### config.mk
export PLATFORM = sky130hd
export DESIGN_NAME = link_power_seq
export DESIGN_NICKNAME = d
export VERILOG_FILES = /design/src/rtl/lps_pkg.sv /design/src/rtl/lps_wake_filter.sv /design/src/rtl/lps_span_timer.sv /design/src/rtl/link_power_seq.sv
export SDC_FILE = /design/constraint.sdc
export NUM_CORES = 1
export LEC_CHECK = 0
export BUFFER_PORTS_ARGS = -buffer_cell sky130_fd_sc_hd__buf_4
export CORE_UTILIZATION = 40
export DETAILED_ROUTE_END_ITERATION = 6
export PLACE_DENSITY_LB_ADDON = 0.1
export SLEW_MARGIN = 0
export SYNTH_ARGS = -nofsm -noshare
export SYNTH_HDL_FRONTEND = slang
export SYNTH_SLANG_ARGS = --single-unit
### constraint.sdc
create_clock -name clk -period 3.2 [get_ports clk]
set_input_delay 0.48 -clock clk [delete_from_list [all_inputs] [get_ports clk]]
set_output_delay 0.48 -clock clk [all_outputs]
set_load 0.005 [all_outputs]
### src/rtl/lps_pkg.sv
package lps_pkg;

    typedef enum logic [1:0] {
        ST_IDLE   = 2'b00,
        ST_READY  = 2'b01,
        ST_ACTIVE = 2'b10
    } lps_state_e;

endpackage

### src/rtl/lps_wake_filter.sv
// Persistence filter: qual_o is high once line_i has been sampled high on
// RUN_CYC consecutive edges; any low sample clears the run.
module lps_wake_filter #(
    parameter int RUN_CYC = 60
) (
    input  logic clk,
    input  logic rst_n,
    input  logic line_i,
    output logic qual_o
);
    localparam int CW = $clog2(RUN_CYC + 1);
    localparam logic [CW-1:0] FULL = CW'(RUN_CYC);

    logic [CW-1:0] run_q;

    always_ff @(posedge clk or negedge rst_n) begin
        if (!rst_n) begin
            run_q <= '0;
        end else if (!line_i) begin
            run_q <= '0;
        end else if (run_q != FULL) begin
            run_q <= run_q + 1'b1;
        end
    end

    assign qual_o = (run_q == FULL);

endmodule

### src/rtl/lps_span_timer.sv
// Saturating interval counter: done_o rises after SPAN_CYC-1 run cycles
// following a clear, so a state guarded by it lasts SPAN_CYC cycles.
module lps_span_timer #(
    parameter int SPAN_CYC = 2000
) (
    input  logic clk,
    input  logic rst_n,
    input  logic clear_i,
    input  logic run_i,
    output logic done_o
);
    localparam int CW = (SPAN_CYC > 2) ? $clog2(SPAN_CYC) : 1;
    localparam logic [CW-1:0] LAST = CW'(SPAN_CYC - 1);

    logic [CW-1:0] cnt_q;

    always_ff @(posedge clk or negedge rst_n) begin
        if (!rst_n) begin
            cnt_q <= '0;
        end else if (clear_i) begin
            cnt_q <= '0;
        end else if (run_i && !done_o) begin
            cnt_q <= cnt_q + 1'b1;
        end
    end

    assign done_o = (cnt_q == LAST);

endmodule

### src/rtl/link_power_seq.sv
module link_power_seq
    import lps_pkg::*;
#(
    parameter int CLK_MHZ    = 250,
    parameter int FILT_CYC   = (CLK_MHZ * 240) / 1000,
    parameter int SETTLE_CYC = CLK_MHZ * 8,
    parameter int IDLE_CYC   = CLK_MHZ * 5700
) (
    input  logic       clk,
    input  logic       rst_n,
    input  logic       role_master,
    input  logic       stay_awake,
    input  logic       sck_pol,
    input  logic       line_detect,
    input  logic       cs_in,
    input  logic       dec_cs,
    input  logic       dec_mosi,
    input  logic       dec_sck,
    output logic       spi_cs,
    output logic       spi_mosi,
    output logic       spi_sck,
    output logic       bias_en,
    output logic       link_ready,
    output logic [1:0] state_o,
    output logic       wake_pulse,
    output logic       tx_stb,
    output logic       tx_pol
);
    lps_state_e state_q, state_d;

    logic cs_prev_q;
    logic cs_fall, cs_rise;
    logic line_qual;
    logic settle_done, idle_done;
    logic activity;
    logic wake_req;
    logic pend_pos_q;

    // Edge detection on the host chip select
    always_ff @(posedge clk or negedge rst_n) begin
        if (!rst_n) cs_prev_q <= 1'b1;
        else        cs_prev_q <= cs_in;
    end

    assign cs_fall = cs_prev_q && !cs_in;
    assign cs_rise = !cs_prev_q && cs_in;

    lps_wake_filter #(.RUN_CYC(FILT_CYC)) i_filter (
        .clk    (clk),
        .rst_n  (rst_n),
        .line_i (line_detect),
        .qual_o (line_qual)
    );

    assign wake_req = stay_awake || (role_master ? cs_fall : line_qual);
    assign activity = role_master ? (!cs_in || cs_fall || cs_rise) : line_detect;

    lps_span_timer #(.SPAN_CYC(SETTLE_CYC)) i_settle (
        .clk     (clk),
        .rst_n   (rst_n),
        .clear_i (state_q != ST_READY),
        .run_i   (state_q == ST_READY),
        .done_o  (settle_done)
    );

    lps_span_timer #(.SPAN_CYC(IDLE_CYC)) i_idle (
        .clk     (clk),
        .rst_n   (rst_n),
        .clear_i ((state_q != ST_ACTIVE) || activity || stay_awake),
        .run_i   (state_q == ST_ACTIVE),
        .done_o  (idle_done)
    );

    // Next-state logic: WAKE, SETTLED, TIMEOUT
    always_comb begin
        state_d = state_q;
        unique case (state_q)
            ST_IDLE:   if (wake_req)    state_d = ST_READY;
            ST_READY:  if (settle_done) state_d = ST_ACTIVE;
            ST_ACTIVE: if (!stay_awake && idle_done && !activity) state_d = ST_IDLE;
            default:   state_d = ST_IDLE;
        endcase
    end

    // State register
    always_ff @(posedge clk or negedge rst_n) begin
        if (!rst_n) state_q <= ST_IDLE;
        else        state_q <= state_d;
    end

    // Registered event outputs
    always_ff @(posedge clk or negedge rst_n) begin
        if (!rst_n) begin
            wake_pulse <= 1'b0;
            tx_stb     <= 1'b0;
            tx_pol     <= 1'b0;
            pend_pos_q <= 1'b0;
        end else begin
            wake_pulse <= (state_q == ST_IDLE) && (state_d == ST_READY);
            tx_stb     <= 1'b0;
            if (role_master && state_q == ST_READY && state_d == ST_ACTIVE) begin
                tx_stb     <= 1'b1;
                tx_pol     <= cs_in;
                pend_pos_q <= !cs_in;
            end else if (role_master && state_q == ST_ACTIVE && pend_pos_q && cs_rise) begin
                tx_stb     <= 1'b1;
                tx_pol     <= 1'b1;
                pend_pos_q <= 1'b0;
            end else if (state_q == ST_IDLE) begin
                pend_pos_q <= 1'b0;
            end
        end
    end

    // Level outputs
    always_comb begin
        bias_en    = (state_q != ST_IDLE);
        link_ready = (state_q == ST_ACTIVE);
        state_o    = state_q;
        if (!role_master && state_q == ST_IDLE) begin
            spi_cs   = 1'b1;
            spi_mosi = 1'b1;
            spi_sck  = sck_pol;
        end else begin
            spi_cs   = dec_cs;
            spi_mosi = dec_mosi;
            spi_sck  = dec_sck;
        end
    end

endmodule

### Word-level counts from Yosys, hierarchy flattened

Cells that the tools add are included.

| cells by class | value |
|---|---|
| add/sub/neg operators | 3 |
| equality and inequality tests | 11 |
| muxes and demuxes | 22 |
| reduce and logical (&&, ||, !) cells | 31 |

Operator list:

| operator | number |
|---|---|
| $mux 21 | 2 |
| $mux 11 | 2 |
| $add 21x1->21 const B | 1 |
| $eq 21x21->1 const B | 1 |
| $logic_and 1x1->1 | 13 |
| $mux 1 | 12 |
| $mux 6 | 2 |
| $add 11x1->11 const B | 1 |
| $eq 11x11->1 const B | 1 |
| $reduce_bool 2->1 | 4 |
| $logic_not 1->1 | 7 |
| $add 6x1->6 const B | 1 |
| $eq 6x6->1 const B | 1 |
| $mux 2 | 3 |
| $ne 6x6->1 const B | 1 |
| $pmux 2 s3 | 1 |
| $logic_or 1x1->1 | 5 |
| $eq 2x1->1 const B | 2 |
| $eq 2x2->1 const B | 2 |
| $ne 2x1->1 const B | 2 |
| $reduce_bool 3->1 | 1 |
| $logic_not 2->1 | 1 |
| $ne 2x2->1 const B | 1 |

| storage, ports and cells | value |
|---|---|
| flip-flop bits (word level) | 45 |
| input port bits | 10 |
| output and inout port bits | 10 |
| word-level logic and storage cells | 76 |

### Longest topological paths before layout

Gate-level depths: netlist of run 1.

| depth | value |
|---|---|
| depth in word-level cells | 12 |
| gate-level depth with buffers | 7 |
| gate-level depth less buffers | 6 |

### Hierarchy

Synthesis of run 1 repeated with hierarchy kept, for this count alone.

| second synthesis, totals | value |
|---|---|
| cell total of the unflattened synthesis | 247 |
| area, all modules | 2466.1 um^2 |

Modules (own cells, without submodules):

| module | times used | cells an instance | area each (um^2) | sequential area each (um^2) |
|---|---|---|---|---|
| lps_span_timer (i_idle) | 1 | 121 | 1199.9 | 525.5 |
| lps_span_timer (i_settle) | 1 | 60 | 583.1 | 275.3 |
| link_power_seq | 1 | 34 | 364.1 | 176.4 |
| lps_wake_filter | 1 | 32 | 319.1 | 150.1 |

### Least setup slack after synthesis of run 1

Ideal clock, no wire load.

| timing path | value |
|---|---|
| path type | input port to flip-flop |
| from | input port role_master |
| to | register i_idle.cnt_q[15] |
| library setup time | 78 ps |
| data arrival time | 1844 ps |
| required time | 3122 ps |
| path slack | 1278 ps |
| stages on the path | 7 |
| buffers on the path | 3 |
| cell sequence | clkbuf_1 or2_2 a21o_1 or2_2 clkbuf_1 clkbuf_1 a21oi_1 |

| between the ends | value |
|---|---|
| cells in the longest elaborated chain, start to end | 4 |
| elaborated cells on any way between the ends | 5 |
| classes of those cells | 2 x mux; 3 x reduce/logical |

Ends and longest elaborated chain:

| element | line | text |
|---|---|---|
| start: declaration | link_power_seq.sv:11 | `input logic role_master,` |
| $mux 1 (*) | link_power_seq.sv:56 | `assign activity = role_master ? (!cs_in \|\| cs_fall \|\| cs_rise) : line_detect;` |
| $logic_or 1x1->1 (*) (2 in a row) | link_power_seq.sv:69 | `.clear_i ((state_q != ST_ACTIVE) \|\| activity \|\| stay_awake),` |
| $mux 21 or $reduce_bool 2->1 (tied branches) | -- |  |
| end signal: assignment | lps_span_timer.sv:23 | `cnt_q <= cnt_q + 1'b1;` |
| end: declaration | lps_span_timer.sv:15 | `logic [CW-1:0] cnt_q;` |

Every way passes the cells marked *; elsewhere a longest branch is shown, timed or not.
A chain may end at the register's enable or synchronous reset.

### Worst setup path after layout of run 1

| timing path | value |
|---|---|
| from | register state_q[0], in the netlist state_o[0] |
| to | output port spi_sck |

| between the ends | value |
|---|---|
| cells in the longest elaborated chain, start to end | 3 |

Ends and longest elaborated chain:

| element | line | text |
|---|---|---|
| start: declaration | link_power_seq.sv:29 | `lps_state_e state_q, state_d;` |
| start signal: assignment | link_power_seq.sv:88 | `else state_q <= state_d;` |
| $logic_not 2->1 | link_power_seq.sv:120 | `if (!role_master && state_q == ST_IDLE) begin` |
| $logic_and 1x1->1 | link_power_seq.sv:120 |  |
| $mux 1 | link_power_seq.sv:120 |  |
| end: declaration | link_power_seq.sv:21 | `output logic spi_sck,` |

No other way between the ends.

==> out/qor.csv, run 1 <==
stage,metric,value,unit
setup_path,slowest CP cell,dfrtp_1,
routing,final wirelength,4.452,mm
routing,DR vias,1775,
routing,WL/cell,13.33,um
cts,number of clock buffers inserted by TritonCTS,5,
setup_path,"delay-heaviest family, CP",simple AND/OR/NAND/NOR gates,
power_and_ir_drop,Lkg Pwr,1.055,nW
setup_path,worst reg2reg setup slack,1090,ps
setup_path,Critical Path RT,2720,ps
synth,Mapped Cells,242,
place,Detail Placement HPWL,3.155,mm
sta,Fin. Hold Viols,0,
setup_path,nature of the critical path endpoint,output pin,
sta,RSZ-0062 raised after global routing,false,
synth,asr flop ratio synth,100.0,%
cells_and_area,share of cells above drive strength 1,16.41,%
cts,H-tree Lvls,2,
cells_and_area,area grow syn2layout,13.55,%
place,input/output buffers,19,
cells_and_area,Diodes inserted,0,
synth,area share of the largest cell type after synthesis,48.09,%
cts,clock sink count,45,
setup_path,CP cell instances,"or2_2, nor2_1, mux2_2, buf_4",
global_routing,Global Route Usage Sum,16.66,%
setup_path,worst r2r dst,i_idle.cnt_q[20],
synth,Syn Area/Cell,9.462,sq um
outcome,outcome,completed,
power_and_ir_drop,Clock power frac,33.2,%
die,Starting Density,41.58,%
worst_hold_path,type of the worst min-delay path,in -> async,
die,Die W,77.66,um
power_and_ir_drop,internal power,0.0008632,W
routing,post-route DRC violation count,0,
power_and_ir_drop,Tot Pwr,0.001154,W
setup_path,WP data arrival,1760,ps
setup_path,crit path kind,reg -> out,
place,Final GP Congestion,0.7266,
synth,Synth area leaders,"dfrtp_1 48%, a21oi_1 4.4%, nand2_1 3.1%, o21ai_0 3.1%, xnor2_1 3.1%",
sta,final worst slack,963.9,ps
setup_path,r2r startpoint,i_idle.cnt_q[0],
cts,Post-CTS Hold Fix Bufs,0,
sta,Layout Skew,4.306,ps
power_and_ir_drop,maximum VDD drop,246.4,uV
setup_path,Buf/Inv on CP,1,
synth,number of synthesized flops with an enable pin,0,
sta,Tightest Pin Transition,568.2,ps
sta,Setup Viol. Count Final,0,
synth,"FF+latch count, synth",45,
sta,Fmax achieved,447.2,MHz
setup_path,R2R cell count,5,
power_and_ir_drop,switching power,0.0002903,W
routing,1st-iter DRT viols,78,
setup_path,Startpoint Class,flip-flop,
routing,ANT nets after route,0,
synth,total nets after synthesis,256,
power_and_ir_drop,Seq pwr share,55.8,%
synth,register area share after synthesis,49.23,%
synth,dominant cell type by area after synthesis,dfrtp_1,
routing,Via density,5.314,
global_routing,vias in the first global route,1680,
setup_path,Crit path depth,4,
sta,Max-slew headroom,62.12,%
power_and_ir_drop,Net Sw Frac,25.16,%
routing,drt pass-1 iters,4,
synth,synth warn,0,
cts,CTS root buffer,clkbuf_8,
global_routing,first-pass GRT wire length,7.900,mm
global_routing,largest net degree at the start of global routing,46,
cts,CTS tree,yes,
cts,worst skew pair latency,300,ps
sta,Pins Over Slew Limit,0,
cts,Post-CTS Setup Bufs,0,
sta,fraction of the cycle the final worst path needs,69.88,%
synth,"Primary FF master, synth",dfrtp_1,
power_and_ir_drop,Pwr Density,443.7,mW/mm^2
die,Die ar.,0.006031,sq mm
cts,clock slew at the register clock pins of the worst setup and hold paths,80,ps
sta,final setup TNS,0,ps
job,count of maximum capacitance violations,0,
setup_path,CP max FO,6,
cts,Max clock buf depth,2,
setup_path,Worst Setup EP,spi_sck,
die,Rows,27,
setup_path,Critical Path Start,state_o[0],
synth,synthesized cell area,0.002290,sq mm
die,die height,77.66,um
global_routing,Congestion Overflow GR,0,
cts,PostCTS Resize Cnt,0,
die,# IOs,20,
cells_and_area,fillers,528,
cells_and_area,Final #Nets,275,
die,core area,0.005507,sq mm
setup_path,max incr delay on CP,430,ps
sta,post-layout min period,2236,ps
power_and_ir_drop,Comb pwr share,11.0,%
global_routing,initial antenna violation count,0,
place,Post-Place Setup Slack,1117,ps
synth,"Distinct cells, synth",42,
layout make-up:
| class | instances | area, sq um | share of cell area [%] |
|---|---|---|---|
| Timing Repair Buffer | 20 | 150.1 | 5.775 |
| Inverter | 12 | 45.04 | 1.732 |
| Multi-Input combinational cell | 177 | 1086 | 41.77 |
| Clock buffer | 7 | 96.34 | 3.705 |
| Clock inverter | 1 | 5.005 | 0.1925 |
| Sequential cell | 45 | 1127 | 43.36 |
| Tap cell | 72 | 90.09 | 3.465 |
flip-flops by register name, indices dropped and copies added, names as in the netlist:
signal,count
i_settle.cnt_q,11
i_filter.run_q,6
pend_pos_q,1
wake_pulse,1
tx_stb,1
state_o,2
i_idle.cnt_q,21
cs_prev_q,1
tx_pol,1
power groups by stage:
stage / Combinational, W / Clock (W) / Sequential (W)
5_1_grt: 0.000148 / 0.000418 / 0.000652
2_1_floorplan: 0.0000861 / 0 / 0.000646
3_5_place_dp: 0.000131 / 0 / 0.000655
6_report: 0.000127 / 0.000383 / 0.000644
4_1_cts: 0.000130 / 0.000401 / 0.000644
3_3_place_gp: 0.000129 / 0 / 0.000655
cells in the final DEF (no fill, tap or decap), types with 6 or more instances in the layout:
cell type   n
a21oi_1    20
buf_4      20
clkbuf_8    7
dfrtp_1    44
inv_1      12
nand2_1    19
nand2b_1    6
nand3_1    12
nand4_1     6
nor2_1     16
nor3_1     10
o21ai_0    14
or2_2       6
or3_1       6
xnor2_1     8
xor2_1      7
metal layers:
layer / vias to the layer above / part of all wire (%) / GRT usage (%)
met5: - / 0 / 0
met4: 0 / 1.9 / 7.925
met3: 7 / 2.0 / 2.824
met2: 18 / 47 / 26.02
met1: 845 / 49 / 22.42
li1: 905 / - / -
per-stage QoR:
| step | utilization [%] | cells | hold WS, ps | area [sq um] |
|---|---|---|---|---|
| floorplan | - | 242 | 184.4 | 2290 |
| global placement | 45.38 | 326 | 499.8 | 2499 |
| detailed placement | 45.38 | 326 | 510.2 | 2499 |
| CTS | 47.22 | 334 | 190.1 | 2600 |
| global route | 47.22 | 334 | 219.7 | 2600 |
| finish | 47.22 | 334 | 156.9 | 2600 |
cell usage after synthesis, types with 2 or more instances:
cell type  number
ha_1            4
nand3_1        12
or3_1           6
and2_1          2
nand4_1         6
mux2i_1         2
clkbuf_1        7
a21oi_1        20
a311oi_1        2
nor4_1          4
or3_2           4
xnor2_1         8
o22ai_1         2
nand2b_1        6
nand2_1        19
and3_1          2
nor3_1         10
and4_1          2
a31oi_1         4
inv_1          12
nor2_1         16
o21ai_0        14
or2_2           6
xor2_1          7
dfrtp_1        44
o31ai_1         2
or4_1           4
worst min path at each step:
stage	slack (ps)	to	startpoint
2_1_floorplan	180	i_filter.run_q[0]	rst_n
3_3_place_gp	500	pend_pos_q	pend_pos_q
3_5_place_dp	510	tx_pol	tx_pol
4_1_cts	190	i_idle.cnt_q[5]	rst_n
5_1_grt	220	i_idle.cnt_q[5]	rst_n
6_report	160	i_filter.run_q[2]	rst_n
cell families (layout without fill, tap and decap cells):
| group | Yosys count | count (layout) | synth area share (%) |
|---|---|---|---|
| flops | 45 | 45 | 49.24 |
| xor+xnor | 15 | 15 | 5.738 |
| mux | 3 | 3 | 1.366 |
| buf+inv | 20 | 40 | 3.333 |
| compound gates | 51 | 51 | 13.01 |
| fa+ha+maj | 4 | 4 | 2.186 |
| simple gates | 104 | 104 | 25.14 |
worst reg2reg max path, stage by stage (launching register included):
cell      delay, ps
dfrtp_1         400
ha_1            240
nand2_1         110
or4_1           690
o311ai_0        370
o41ai_1         150
Power figures use the tool's default switching activity.
==> inputs of run 2 (changes only) <==
Clock period 3.2 ns to 2.1 ns, I/O delays scaled along.
==> out/qor.csv, run 2 (synthesis results as in run 1) <==
stage,metric,value,unit,change
place,Detail Placement HPWL,3.232,mm,+2.4%
setup_path,nature of the critical path endpoint,output pin,,
routing,1st-iter DRT viols,56,,-28%
cts,number of clock buffers inserted by TritonCTS,5,,unchanged
setup_path,Buf/Inv on CP,1,,unchanged
cts,worst skew pair latency,300,ps,about the same
setup_path,max incr delay on CP,390,ps,-40 ps
sta,Setup Viol. Count Final,0,,unchanged
cells_and_area,"commonest non-fill, non-tap cell in the layout",dfrtp_1,,
cts,Post-CTS Hold Fix Bufs,0,,unchanged
place,Final GP Congestion,0.7524,,+3.6%
sta,final setup TNS,0,ps,unchanged
power_and_ir_drop,Pwr Density,688.4,mW/mm^2,+55%
cells_and_area,max reg flops,21,,unchanged
global_routing,vias in the first global route,1794,,+6.8%
cts,H-tree Lvls,2,,unchanged
global_routing,largest net degree at the start of global routing,46,,unchanged
cts,CTS tree,yes,,
cells_and_area,share of cells above drive strength 1,21.03,%,+4.6 points
die,# IOs,20,,unchanged
routing,WL/cell,13.32,um,about the same
cts,clock sink count,45,,unchanged
sta,fraction of the cycle the final worst path needs,93.44,%,
sta,Tightest Pin Transition,577.1,ps,+8.882 ps
setup_path,WP data arrival,1650,ps,-110 ps
die,die height,77.66,um,unchanged
routing,ANT nets after route,0,,unchanged
cts,Max clock buf depth,2,,unchanged
routing,drt pass-1 iters,4,,unchanged
cells_and_area,area grow syn2layout,18.25,%,
power_and_ir_drop,internal power,0.001411,W,+63%
cells_and_area,fillers,511,,-3.2%
die,Die ar.,0.006031,sq mm,unchanged
routing,met3 WL,62,um,-30%
power_and_ir_drop,Seq pwr share,52.5,%,-3.3 points
place,placed cell count,334,,+2.5%
die,Starting Density,41.58,%,unchanged
cells_and_area,Diodes inserted,0,,unchanged
routing,WL met1,2.313,mm,+5.8%
power_and_ir_drop,switching power,0.0004531,W,+56%
die,Die W,77.66,um,unchanged
setup_path,"delay-heaviest family, CP",simple AND/OR/NAND/NOR gates,,
power_and_ir_drop,Clock power frac,36.5,%,+3.3 points
sta,RSZ-0062 raised after global routing,false,,
setup_path,CP max FO,5,,-1
die,Rows,27,,unchanged
global_routing,first-pass GRT wire length,8.148,mm,+3.1%
sta,Fmax achieved,509.6,MHz,
routing,Via density,5.239,,-1.4%
die,core area,0.005507,sq mm,unchanged
cts,clock slew at the register clock pins of the worst setup and hold paths,90,ps,about the same
sta,post-layout min period,1962,ps,
routing,DR top layer,met4,,
cells_and_area,multi-input logic area,0.001107,sq mm,+2.0%
cells_and_area,Top Registers,"i_idle.cnt_q x21, i_settle.cnt_q x11, i_filter.run_q x6",,
routing,met2 routed WL,2.155,mm,+3.1%
power_and_ir_drop,Net Sw Frac,24.31,%,-0.86 points
outcome,outcome,completed,,
routing,DR vias,1797,,+1.2%
setup_path,Startpoint Class,flip-flop,,
global_routing,Global Route Usage Sum,17.07,%,+0.41 points
cells_and_area,most frequent cells in the layout,"44 x dfrtp_1, 29 x buf_4, 20 x a21oi_1",,
power_and_ir_drop,maximum VDD drop,412.4,uV,+67%
place,placed cell areas,0.002559,sq mm,+2.4%
setup_path,CP cell instances,"or2_2, nor2_2, mux2_2, buf_4",,
sta,Layout Skew,9.640,ps,+5.334 ps
cells_and_area,Final #Nets,284,,+3.3%
cells_and_area,fin cells,343,,+2.7%
worst_hold_path,type of the worst min-delay path,in -> async,,
sta,Max-slew headroom,61.53,%,-0.59 points
cells_and_area,"Most flops, register",i_idle.cnt_q,,
global_routing,Congestion Overflow GR,0,,unchanged
setup_path,crit path kind,reg -> out,,
power_and_ir_drop,Comb pwr share,10.9,%,about the same
cells_and_area,sequential cell area,0.001127,sq mm,unchanged
cells_and_area,Final Core Density,49.17,%,+2.0 points
job,count of maximum capacitance violations,0,,unchanged
sta,Pins Over Slew Limit,0,,unchanged
power_and_ir_drop,Tot Pwr,0.001864,W,+62%
routing,post-route DRC violation count,0,,unchanged
power_and_ir_drop,Lkg Pwr,1.104,nW,+4.6%
routing,final wirelength,4.569,mm,+2.6%
setup_path,slowest CP cell,dfrtp_1,,
cells_and_area,finished layout cell area,0.002708,sq mm,+4.1%
place,input/output buffers,19,,unchanged
global_routing,initial antenna violation count,0,,unchanged
sta,Fin. Hold Viols,0,,unchanged
cts,CTS root buffer,clkbuf_8,,
setup_path,Critical Path RT,1780,ps,-940 ps
[run 2: cell type report]
class / instances / share of cell area, %
inverter: 12 / 1.664
sequential: 45 / 41.64
timing repair buffer: 29 / 8.041
clock buffer: 6 / 3.050
clock inverter: 2 / 1.386
tap: 72 / 3.327
multi-input combinational: 177 / 40.90
[run 2: stage by stage]
step	hold slack (ps)	worst slack, ps
floorplan	19.41	218.6
global placement	362.1	112.1
detailed placement	355.6	40.85
CTS	25.66	20.44
global route	54.45	60.68
finish	6.705	137.7
[run 2: per-layer routing]
metal / vias up / track usage (%)
li1: 922 / -
met1: 869 / 22.56
met2: 4 / 27.52
met3: 2 / 3.882
met4: 0 / 5.660
met5: - / 0
[run 2: final timing paths]
check | endpoint | from | slack [ps] | cells past startpoint
hold / removal | i_filter.run_q[2] | rst_n | 7 | 1
hold reg to reg | tx_pol | tx_pol | 520 | 2
max in group asynchronous | i_settle.cnt_q[7] | rst_n | 1690 | 1
setup reg to reg | i_idle.cnt_q[16] | i_idle.cnt_q[0] | 160 | 5
setup / recovery | spi_sck | state_o[0] | 140 | 4
min in group clk | cs_prev_q | cs_in | 150 | 1
[run 2: repair_timing]
item                       CTS  global route
setup endpoints to repair    0             7
gates resized for setup      0             7
buffers inserted             0             1
[run 2: power groups by stage]
| stage | logic [W] | clock network [W] | registers, W |
|---|---|---|---|
| final | 0.000204 | 0.000681 | 0.000979 |
| after global routing | 0.000236 | 0.000735 | 0.000987 |
| after CTS | 0.000203 | 0.000706 | 0.000979 |
| after detailed placement | 0.000204 | 0 | 0.000995 |
| after global placement | 0.000199 | 0 | 0.000996 |
| after floorplan | 0.000131 | 0 | 0.000985 |
